--- config.mk ---
export PLATFORM = sky130hd
export DESIGN_NAME = serial_rx_port
export DESIGN_NICKNAME = d
export VERILOG_FILES = /design/src/rtl/srx_pkg.sv /design/src/rtl/srx_fifo.sv /design/src/rtl/srx_trig.sv /design/src/rtl/srx_idrom.sv /design/src/rtl/serial_rx_port.sv
export SDC_FILE = /design/constraint.sdc
export NUM_CORES = 1
export LEC_CHECK = 0
export CAP_MARGIN = 0
export CORE_AREA = 5 5 214 216
export CTS_BUF_LIST = sky130_fd_sc_hd__clkbuf_16
export DETAILED_ROUTE_END_ITERATION = 16
export DIE_AREA = 0 0 219 221
export HOLD_SLACK_MARGIN = 0.15
export PLACE_DENSITY = 0.43
export SLEW_MARGIN = 20
export SYNTH_ARGS = -nofsm -noshare
export SYNTH_HDL_FRONTEND = slang
export SYNTH_HIERARCHICAL = 1
export SYNTH_SLANG_ARGS = --single-unit
--- constraint.sdc ---
create_clock -name clk -period 10.55 [get_ports clk]
set_clock_uncertainty 0.05 [all_clocks]
set_input_delay 1.5825 -clock clk [delete_from_list [all_inputs] [get_ports clk]]
set_output_delay 1.5825 -clock clk [all_outputs]
set_load 0.03 [all_outputs]
--- src/rtl/srx_pkg.sv ---
package srx_pkg;

    typedef enum logic [9:0] {
        W_DATA  = 10'd0,
        W_STAT  = 10'd1,
        W_FLAG  = 10'd6,
        W_LPDIV = 10'd8,
        W_IDIV  = 10'd9,
        W_FDIV  = 10'd10,
        W_LINE  = 10'd11,
        W_CTRL  = 10'd12,
        W_LVL   = 10'd13,
        W_MASK  = 10'd14,
        W_RAW   = 10'd15,
        W_MSKD  = 10'd16,
        W_DMAC  = 10'd18
    } srx_word_e;

    localparam int FLAG_EMPTY_BIT = 4;
    localparam int FLAG_FULL_BIT  = 6;
    localparam int INT_RX_BIT     = 4;
    localparam int LINE_FEN_BIT   = 4;

    localparam int LPDIV_W = 8;
    localparam int IDIV_W  = 16;
    localparam int FDIV_W  = 6;
    localparam int LINE_W  = 8;
    localparam int CTRL_W  = 16;
    localparam int LVL_W   = 6;
    localparam int MASK_W  = 11;
    localparam int DMAC_W  = 3;

    localparam logic [LVL_W-1:0] LVL_RESET = 6'h12;

endpackage

--- src/rtl/srx_fifo.sv ---
module srx_fifo #(
    parameter int DEPTH = 16,
    parameter int WIDTH = 12,
    localparam int PW = $clog2(DEPTH),
    localparam int CW = $clog2(DEPTH + 1)
) (
    input  logic             clk,
    input  logic             rst_n,
    input  logic             push,
    input  logic             pop,
    input  logic             flush,
    input  logic             single,
    input  logic [WIDTH-1:0] wdata,
    output logic [WIDTH-1:0] head,
    output logic [CW-1:0]    count
);

    typedef struct packed {
        logic [PW-1:0] wr;
        logic [PW-1:0] rd;
        logic [CW-1:0] cnt;
    } ptr_t;

    ptr_t s_q, s_d;
    logic [WIDTH-1:0] mem_q [DEPTH];

    function automatic logic [PW-1:0] step(input logic [PW-1:0] p);
        return (p == PW'(DEPTH - 1)) ? '0 : p + 1'b1;
    endfunction

    always_comb begin
        s_d = s_q;
        if (flush) begin
            s_d = '0;
        end else begin
            if (push) s_d.wr = single ? '0 : step(s_q.wr);
            if (pop)  s_d.rd = single ? '0 : step(s_q.rd);
            s_d.cnt = s_q.cnt + CW'(push) - CW'(pop);
        end
    end

    always_ff @(posedge clk or negedge rst_n) begin
        if (!rst_n) s_q <= '0;
        else        s_q <= s_d;
    end

    always_ff @(posedge clk) begin
        if (push && !flush) mem_q[s_q.wr] <= wdata;
    end

    assign head  = mem_q[s_q.rd];
    assign count = s_q.cnt;

endmodule

--- src/rtl/srx_trig.sv ---
module srx_trig #(
    parameter int DEPTH = 16,
    localparam int CW = $clog2(DEPTH + 1)
) (
    input  logic [2:0]    level_sel,
    input  logic          fifo_on,
    output logic [CW-1:0] trig
);

    always_comb begin
        case (level_sel)
            3'd0:    trig = CW'(DEPTH / 8);
            3'd1:    trig = CW'(DEPTH / 4);
            3'd2:    trig = CW'(DEPTH / 2);
            3'd3:    trig = CW'((DEPTH * 3) / 4);
            default: trig = CW'((DEPTH * 7) / 8);
        endcase
        if (!fifo_on) trig = CW'(1);
    end

endmodule

--- src/rtl/srx_idrom.sv ---
module srx_idrom #(
    parameter int N = 8,
    parameter logic [8*N-1:0] BYTES = '0,
    localparam int IW = $clog2(N)
) (
    input  logic [IW-1:0] idx,
    output logic [7:0]    byte_o
);

    logic [7:0] tbl [N];

    for (genvar i = 0; i < N; i++) begin : g_byte
        assign tbl[i] = BYTES[8*i +: 8];
    end

    assign byte_o = tbl[idx];

endmodule

--- src/rtl/serial_rx_port.sv ---
module serial_rx_port
    import srx_pkg::*;
#(
    parameter int DEPTH  = 16,
    parameter int DATA_W = 8,
    parameter int ERR_W  = 4,
    parameter int ADDR_W = 10,
    parameter int REG_W  = 16,
    parameter int ID_N   = 8,
    parameter logic [8*ID_N-1:0] ID_BYTES = 64'hB105_F00D_0024_1011,
    localparam int CHAR_W = DATA_W + ERR_W,
    localparam int CW     = $clog2(DEPTH + 1),
    localparam int IW     = $clog2(ID_N)
) (
    input  logic              clk,
    input  logic              rst_n,
    input  logic              rx_valid,
    input  logic [CHAR_W-1:0] rx_char,
    output logic              rx_ready,
    input  logic              reg_sel,
    input  logic              reg_we,
    input  logic [ADDR_W-1:0] reg_addr,
    input  logic [REG_W-1:0]  reg_wdata,
    output logic [REG_W-1:0]  reg_rdata,
    output logic              rx_full,
    output logic              rx_empty,
    output logic              irq
);

    typedef struct packed {
        logic [LPDIV_W-1:0] lpdiv;
        logic [IDIV_W-1:0]  idiv;
        logic [FDIV_W-1:0]  fdiv;
        logic [LINE_W-1:0]  line;
        logic [CTRL_W-1:0]  ctrl;
        logic [LVL_W-1:0]   lvl;
        logic [MASK_W-1:0]  mask;
        logic [DMAC_W-1:0]  dmac;
        logic               raw_rx;
        logic               full;
        logic [ERR_W-1:0]   stat;
        logic [CHAR_W-1:0]  last;
    } regs_t;

    regs_t r_q, r_d;

    logic              fen;
    logic [CW-1:0]     cnt;
    logic [CW-1:0]     cnt_after;
    logic [CW-1:0]     trig;
    logic [CHAR_W-1:0] head;
    logic              push, pop, flush;
    logic              rd_acc, wr_acc, rd_dat;
    logic              raw_rx_q, mask_rx;
    logic [MASK_W-1:0] raw_vec, mskd_vec;
    logic              id_hit;
    logic [7:0]        id_byte;

    assign fen      = r_q.line[LINE_FEN_BIT];
    assign rd_acc   = reg_sel && !reg_we;
    assign wr_acc   = reg_sel && reg_we;
    assign rd_dat   = rd_acc && (reg_addr == ADDR_W'(W_DATA));
    assign rx_ready = fen ? (cnt < CW'(DEPTH)) : (cnt == '0);
    assign push     = rx_valid && rx_ready;
    assign pop      = rd_dat && (cnt != '0);
    assign flush    = wr_acc && (reg_addr == ADDR_W'(W_LINE))
                      && (reg_wdata[LINE_FEN_BIT] != fen);
    assign cnt_after = cnt + CW'(push) - CW'(pop);

    srx_fifo #(.DEPTH(DEPTH), .WIDTH(CHAR_W)) u_fifo (
        .clk   (clk),
        .rst_n (rst_n),
        .push  (push),
        .pop   (pop),
        .flush (flush),
        .single(!fen),
        .wdata (rx_char),
        .head  (head),
        .count (cnt)
    );

    srx_trig #(.DEPTH(DEPTH)) u_trig (
        .level_sel(r_q.lvl[5:3]),
        .fifo_on  (fen),
        .trig     (trig)
    );

    srx_idrom #(.N(ID_N), .BYTES(ID_BYTES)) u_id (
        .idx   (reg_addr[IW-1:0]),
        .byte_o(id_byte)
    );

    // next-state of the register set
    always_comb begin
        r_d = r_q;
        if (wr_acc) begin
            case (reg_addr)
                ADDR_W'(W_LPDIV): r_d.lpdiv = reg_wdata[LPDIV_W-1:0];
                ADDR_W'(W_IDIV):  r_d.idiv  = reg_wdata[IDIV_W-1:0];
                ADDR_W'(W_FDIV):  r_d.fdiv  = reg_wdata[FDIV_W-1:0];
                ADDR_W'(W_LINE):  r_d.line  = reg_wdata[LINE_W-1:0];
                ADDR_W'(W_CTRL):  r_d.ctrl  = reg_wdata[CTRL_W-1:0];
                ADDR_W'(W_LVL):   r_d.lvl   = reg_wdata[LVL_W-1:0];
                ADDR_W'(W_MASK):  r_d.mask  = reg_wdata[MASK_W-1:0];
                ADDR_W'(W_DMAC):  r_d.dmac  = reg_wdata[DMAC_W-1:0];
                default: ;
            endcase
        end
        if (flush) begin
            r_d.full   = 1'b0;
            r_d.raw_rx = 1'b0;
        end else begin
            if (rd_dat) r_d.full = 1'b0;
            if (push && (!fen || cnt_after == CW'(DEPTH))) r_d.full = 1'b1;
            if (push && cnt_after == trig)
                r_d.raw_rx = 1'b1;
            else if (pop && cnt_after == CW'(trig - 1'b1))
                r_d.raw_rx = 1'b0;
            if (pop) begin
                r_d.last = head;
                r_d.stat = head[CHAR_W-1:DATA_W];
            end
        end
    end

    always_ff @(posedge clk or negedge rst_n) begin
        if (!rst_n) begin
            r_q     <= '0;
            r_q.lvl <= LVL_RESET;
        end else begin
            r_q <= r_d;
        end
    end

    assign raw_rx_q = r_q.raw_rx;
    assign mask_rx  = r_q.mask[INT_RX_BIT];
    assign raw_vec  = MASK_W'(r_q.raw_rx) << INT_RX_BIT;
    assign mskd_vec = raw_vec & r_q.mask;
    assign irq      = |mskd_vec;
    assign rx_full  = r_q.full;
    assign rx_empty = (cnt == '0);
    assign id_hit   = (reg_addr[ADDR_W-1:IW] == {(ADDR_W-IW){1'b1}});

    // read mux
    always_comb begin
        reg_rdata = '0;
        if (rd_acc) begin
            if (id_hit) begin
                reg_rdata = REG_W'(id_byte);
            end else begin
                case (reg_addr)
                    ADDR_W'(W_DATA):  reg_rdata = REG_W'((cnt != '0) ? head : r_q.last);
                    ADDR_W'(W_STAT):  reg_rdata = REG_W'(r_q.stat);
                    ADDR_W'(W_FLAG): begin
                        reg_rdata[FLAG_EMPTY_BIT] = rx_empty;
                        reg_rdata[FLAG_FULL_BIT]  = r_q.full;
                    end
                    ADDR_W'(W_LPDIV): reg_rdata = REG_W'(r_q.lpdiv);
                    ADDR_W'(W_IDIV):  reg_rdata = REG_W'(r_q.idiv);
                    ADDR_W'(W_FDIV):  reg_rdata = REG_W'(r_q.fdiv);
                    ADDR_W'(W_LINE):  reg_rdata = REG_W'(r_q.line);
                    ADDR_W'(W_CTRL):  reg_rdata = REG_W'(r_q.ctrl);
                    ADDR_W'(W_LVL):   reg_rdata = REG_W'(r_q.lvl);
                    ADDR_W'(W_MASK):  reg_rdata = REG_W'(r_q.mask);
                    ADDR_W'(W_RAW):   reg_rdata = REG_W'(raw_vec);
                    ADDR_W'(W_MSKD):  reg_rdata = REG_W'(mskd_vec);
                    ADDR_W'(W_DMAC):  reg_rdata = REG_W'(r_q.dmac);
                    default:          reg_rdata = '0;
                endcase
            end
        end
    end

endmodule

==> out/metrics.yaml <==
clock_tree:
  cts_setup_buffers: 0
  cts-htree-levels: 2
  clk_latency_ns: 0.52
  cts.reportedPaths.clkPinSlew_ns: 0.06
  cts_buffers: 34
  postCtsHoldBufs: 0
  clk_path_buf_depth: 3
  tritoncts: "yes"
  root_buffer: "clkbuf_16"
  cts_resized: 0
  clock_sinks: 293
run_status:
  status: "finished clean"
pwr:
  power_density_mw_per_mm2: 184
  vdd_drop_max_uv: 109
  seqPwrFrac_pct: 46.8
  combPwrFrac_pct: 15.4
  p_int_mw: 2.12
  p_leak_nw: 5.86
  power.total_mw: 2.88
  switching_share_pct: 26.5
  p_switching_mw: 0.763
  power_frac_clock_pct: 37.8
hold_path:
  holdPathStages: 1
  holdCritPathClass: "reg2reg"
  hp-start: "r_q[90]$_DFFE_PN0P_"
  holdPathEnd: "r_q[90]$_DFFE_PN0P_"
cells_and_area:
  final_common_cell: "edfxtp_1"
  nNetsFinal: 1043
  layout_common_cells: "edfxtp_1 (192), mux2_2 (98), dfrtp_1 (98), clkdlybuf4s50_1 (61), nand2_1 (47)"
  syn_to_final_growth_pct: 17.3
  finalNonFillerCells: 1596
  drive_above_1_share_pct: 21.8
  diodes: 0
sta:
  min_period_ns: 6.63
  setup_slack_ns: 3.92
  fin_crit_sh_pct: 62.9
  fmax_mhz: 151
  drv_slew: 0
  tightest_slew_ns: 1.01
  hold_viol_final: 0
  setup_viol: 0
  setup_tns_ns: 0
  rsz0062_at_grt: "false"
  slew_headroom_pct: 32.7
placement:
  dp_cells: 1537
  place_congestion: 0.822
  portBuffers: 62
  place_hpwl_um: 22000
  post-place-ws_ns: 3.90
critical_path:
  critPathKind: "in2out"
  start_kind: "input port"
  arrival_ns: 5.00
  reg2reg_to: "raw_rx_q$_DFFE_PN0P_"
  cp-startpoint: "reg_addr[4]"
  r2r_slack_ns: 6.08
  endpoint_kind: "output pin"
  critPathRequiredTime_ns: 8.92
  crit_fanout: 7
  r2r-start: "u_fifo/count[2]$_DFF_PN0_"
  worstRegToRegCells: 16
yosys:
  synth_edf_count: 192
  yosys_warnings: 6
  synth_area_mm2: 0.0133
  synth-main-ff-cell: "edfxtp_1"
  ys_top_cells_by_area: "edfxtp_1 (43%), dfrtp_1 (19%), mux2_2 (8.3%), mux4_2 (3.0%), mux2i_1 (2.9%)"
  syn-instance-count: 909
  yosysTopAreaCell: "edfxtp_1"
  synth_top_area_share_pct: 43.2
  synth.distinct_cells: 70
  async_reset_ff_share_pct: 34.5
  avgSynthCellArea_um2: 14.7
  ys_seq_elements: 293
  ys_seq_area_share_pct: 62.2
  synth.net_count: 971
drt:
  firstDrtPassIters: 5
  vias: 7849
  wire_per_inst_um: 21.1
  drt_iter0_drc: 439
  drcViolationCount: 0
  ant_nets: 0
  drt-total-wl_um: 33700
  avgViaCountPerCell: 4.92
floorplanning:
  io_pins: 63
  rows: 77
  dieArea_mm2: 0.0484
  core_area_mm2: 0.0437
  initial_utilization_pct: 30.5
  die_height_um: 221
  die_x_um: 219
flow_run:
  maxCapViolCount: 0
global_routing:
  grt_antenna_before_repair: 0
  grt_use_met3_pct: 2.28
  met2_usage_pct: 22.0
  grt_use_total_pct: 13.6
  top_usage_layer: "met2"
  grt_max_degree: 58
  overflow: 0
  grt_util_met1_pct: 19.0
  grt_pass1_wl_um: 51100
  grt_pass1_vias: 8099
## cell type report
type / instances / area [µm²]
Sequential cell: 293 / 8300
Inverter: 23 / 86.3
Multi-Input combinational cell: 543 / 4690
Fill cell: 4270 / 28100
Clock buffer: 35 / 876
Timing Repair Buffer: 86 / 798
Tap cell: 592 / 741
Clock inverter: 24 / 150
## flip-flops by register name, indices dropped and copies added (netlist names)
name,flops
u_fifo/mem_q,192
r_q,84
u_fifo/s_q,8
u_fifo/count,5
fen,1
mask_rx,1
raw_rx_q,1
rx_full,1
## Yosys cell counts (14+ instances only)
cell	count
dfrtp_1	99
nor2_1	47
clkbuf_1	24
inv_1	22
a21oi_1	35
nand3_1	14
mux2i_1	39
o21ai_0	15
edfxtp_1	192
mux4_2	18
ha_1	17
nand2_1	47
mux2_2	98
nor3_1	25
## metrics by stage
stage,util (%),hold slack [ns],instance area [µm²]
final,35.8,0.450,15600
after global routing,35.8,0.465,15600
after CTS,35.8,0.455,15600
after detailed placement,33.4,0.441,14600
after global placement,33.4,0.434,14600
after floorplan,-,0.424,13300
## worst max path at each step
stage	to	slack, ns	depth (start not counted)
global placement	reg_rdata[6]	3.98	7
finish	reg_rdata[6]	3.92	7
detailed placement	reg_rdata[6]	3.90	7
CTS	reg_rdata[6]	3.90	7
floorplan	reg_rdata[0]	5.06	7
global route	reg_rdata[6]	3.76	7
## power by group through the flow
stage | clock network [mW] | registers [mW] | logic (mW)
6_report | 1.09 | 1.35 | 0.442
5_1_grt | 1.17 | 1.36 | 0.496
4_1_cts | 1.12 | 1.35 | 0.451
3_5_place_dp | 0 | 1.37 | 0.446
3_3_place_gp | 0 | 1.37 | 0.445
2_1_floorplan | 0 | 1.34 | 0.332
## cells by family (layout without fill, tap and decap cells)
logic type,count (synthesis),count (layout),synth area share [%]
AOI/OAI and AO/OA,142,142,7.39
xor gates and xnor gates,17,17,1.33
adders and majority gates,19,19,1.90
buffers and inverters,73,168,2.88
DFF,293,293,62.2
muxes,176,176,17.1
other,2,2,0.0563
and+or+nand+nor,187,187,7.08
## routing by layer
layer  wire length (µm)  share of wire, %
met1              15700                47
met2              15800                47
met3               1390               4.1
met4                773               2.3
met5                  0                 0
## worst max-delay path, stage by stage
cell	delay [ns]
clkdlybuf4s50_1	0.50
or4_4	0.60
or3_1	0.48
nor3_2	0.59
a221oi_1	0.19
a31oi_1	0.32
clkdlybuf4s50_1	0.74
Note: power is estimated with default switching activity, not from simulation.
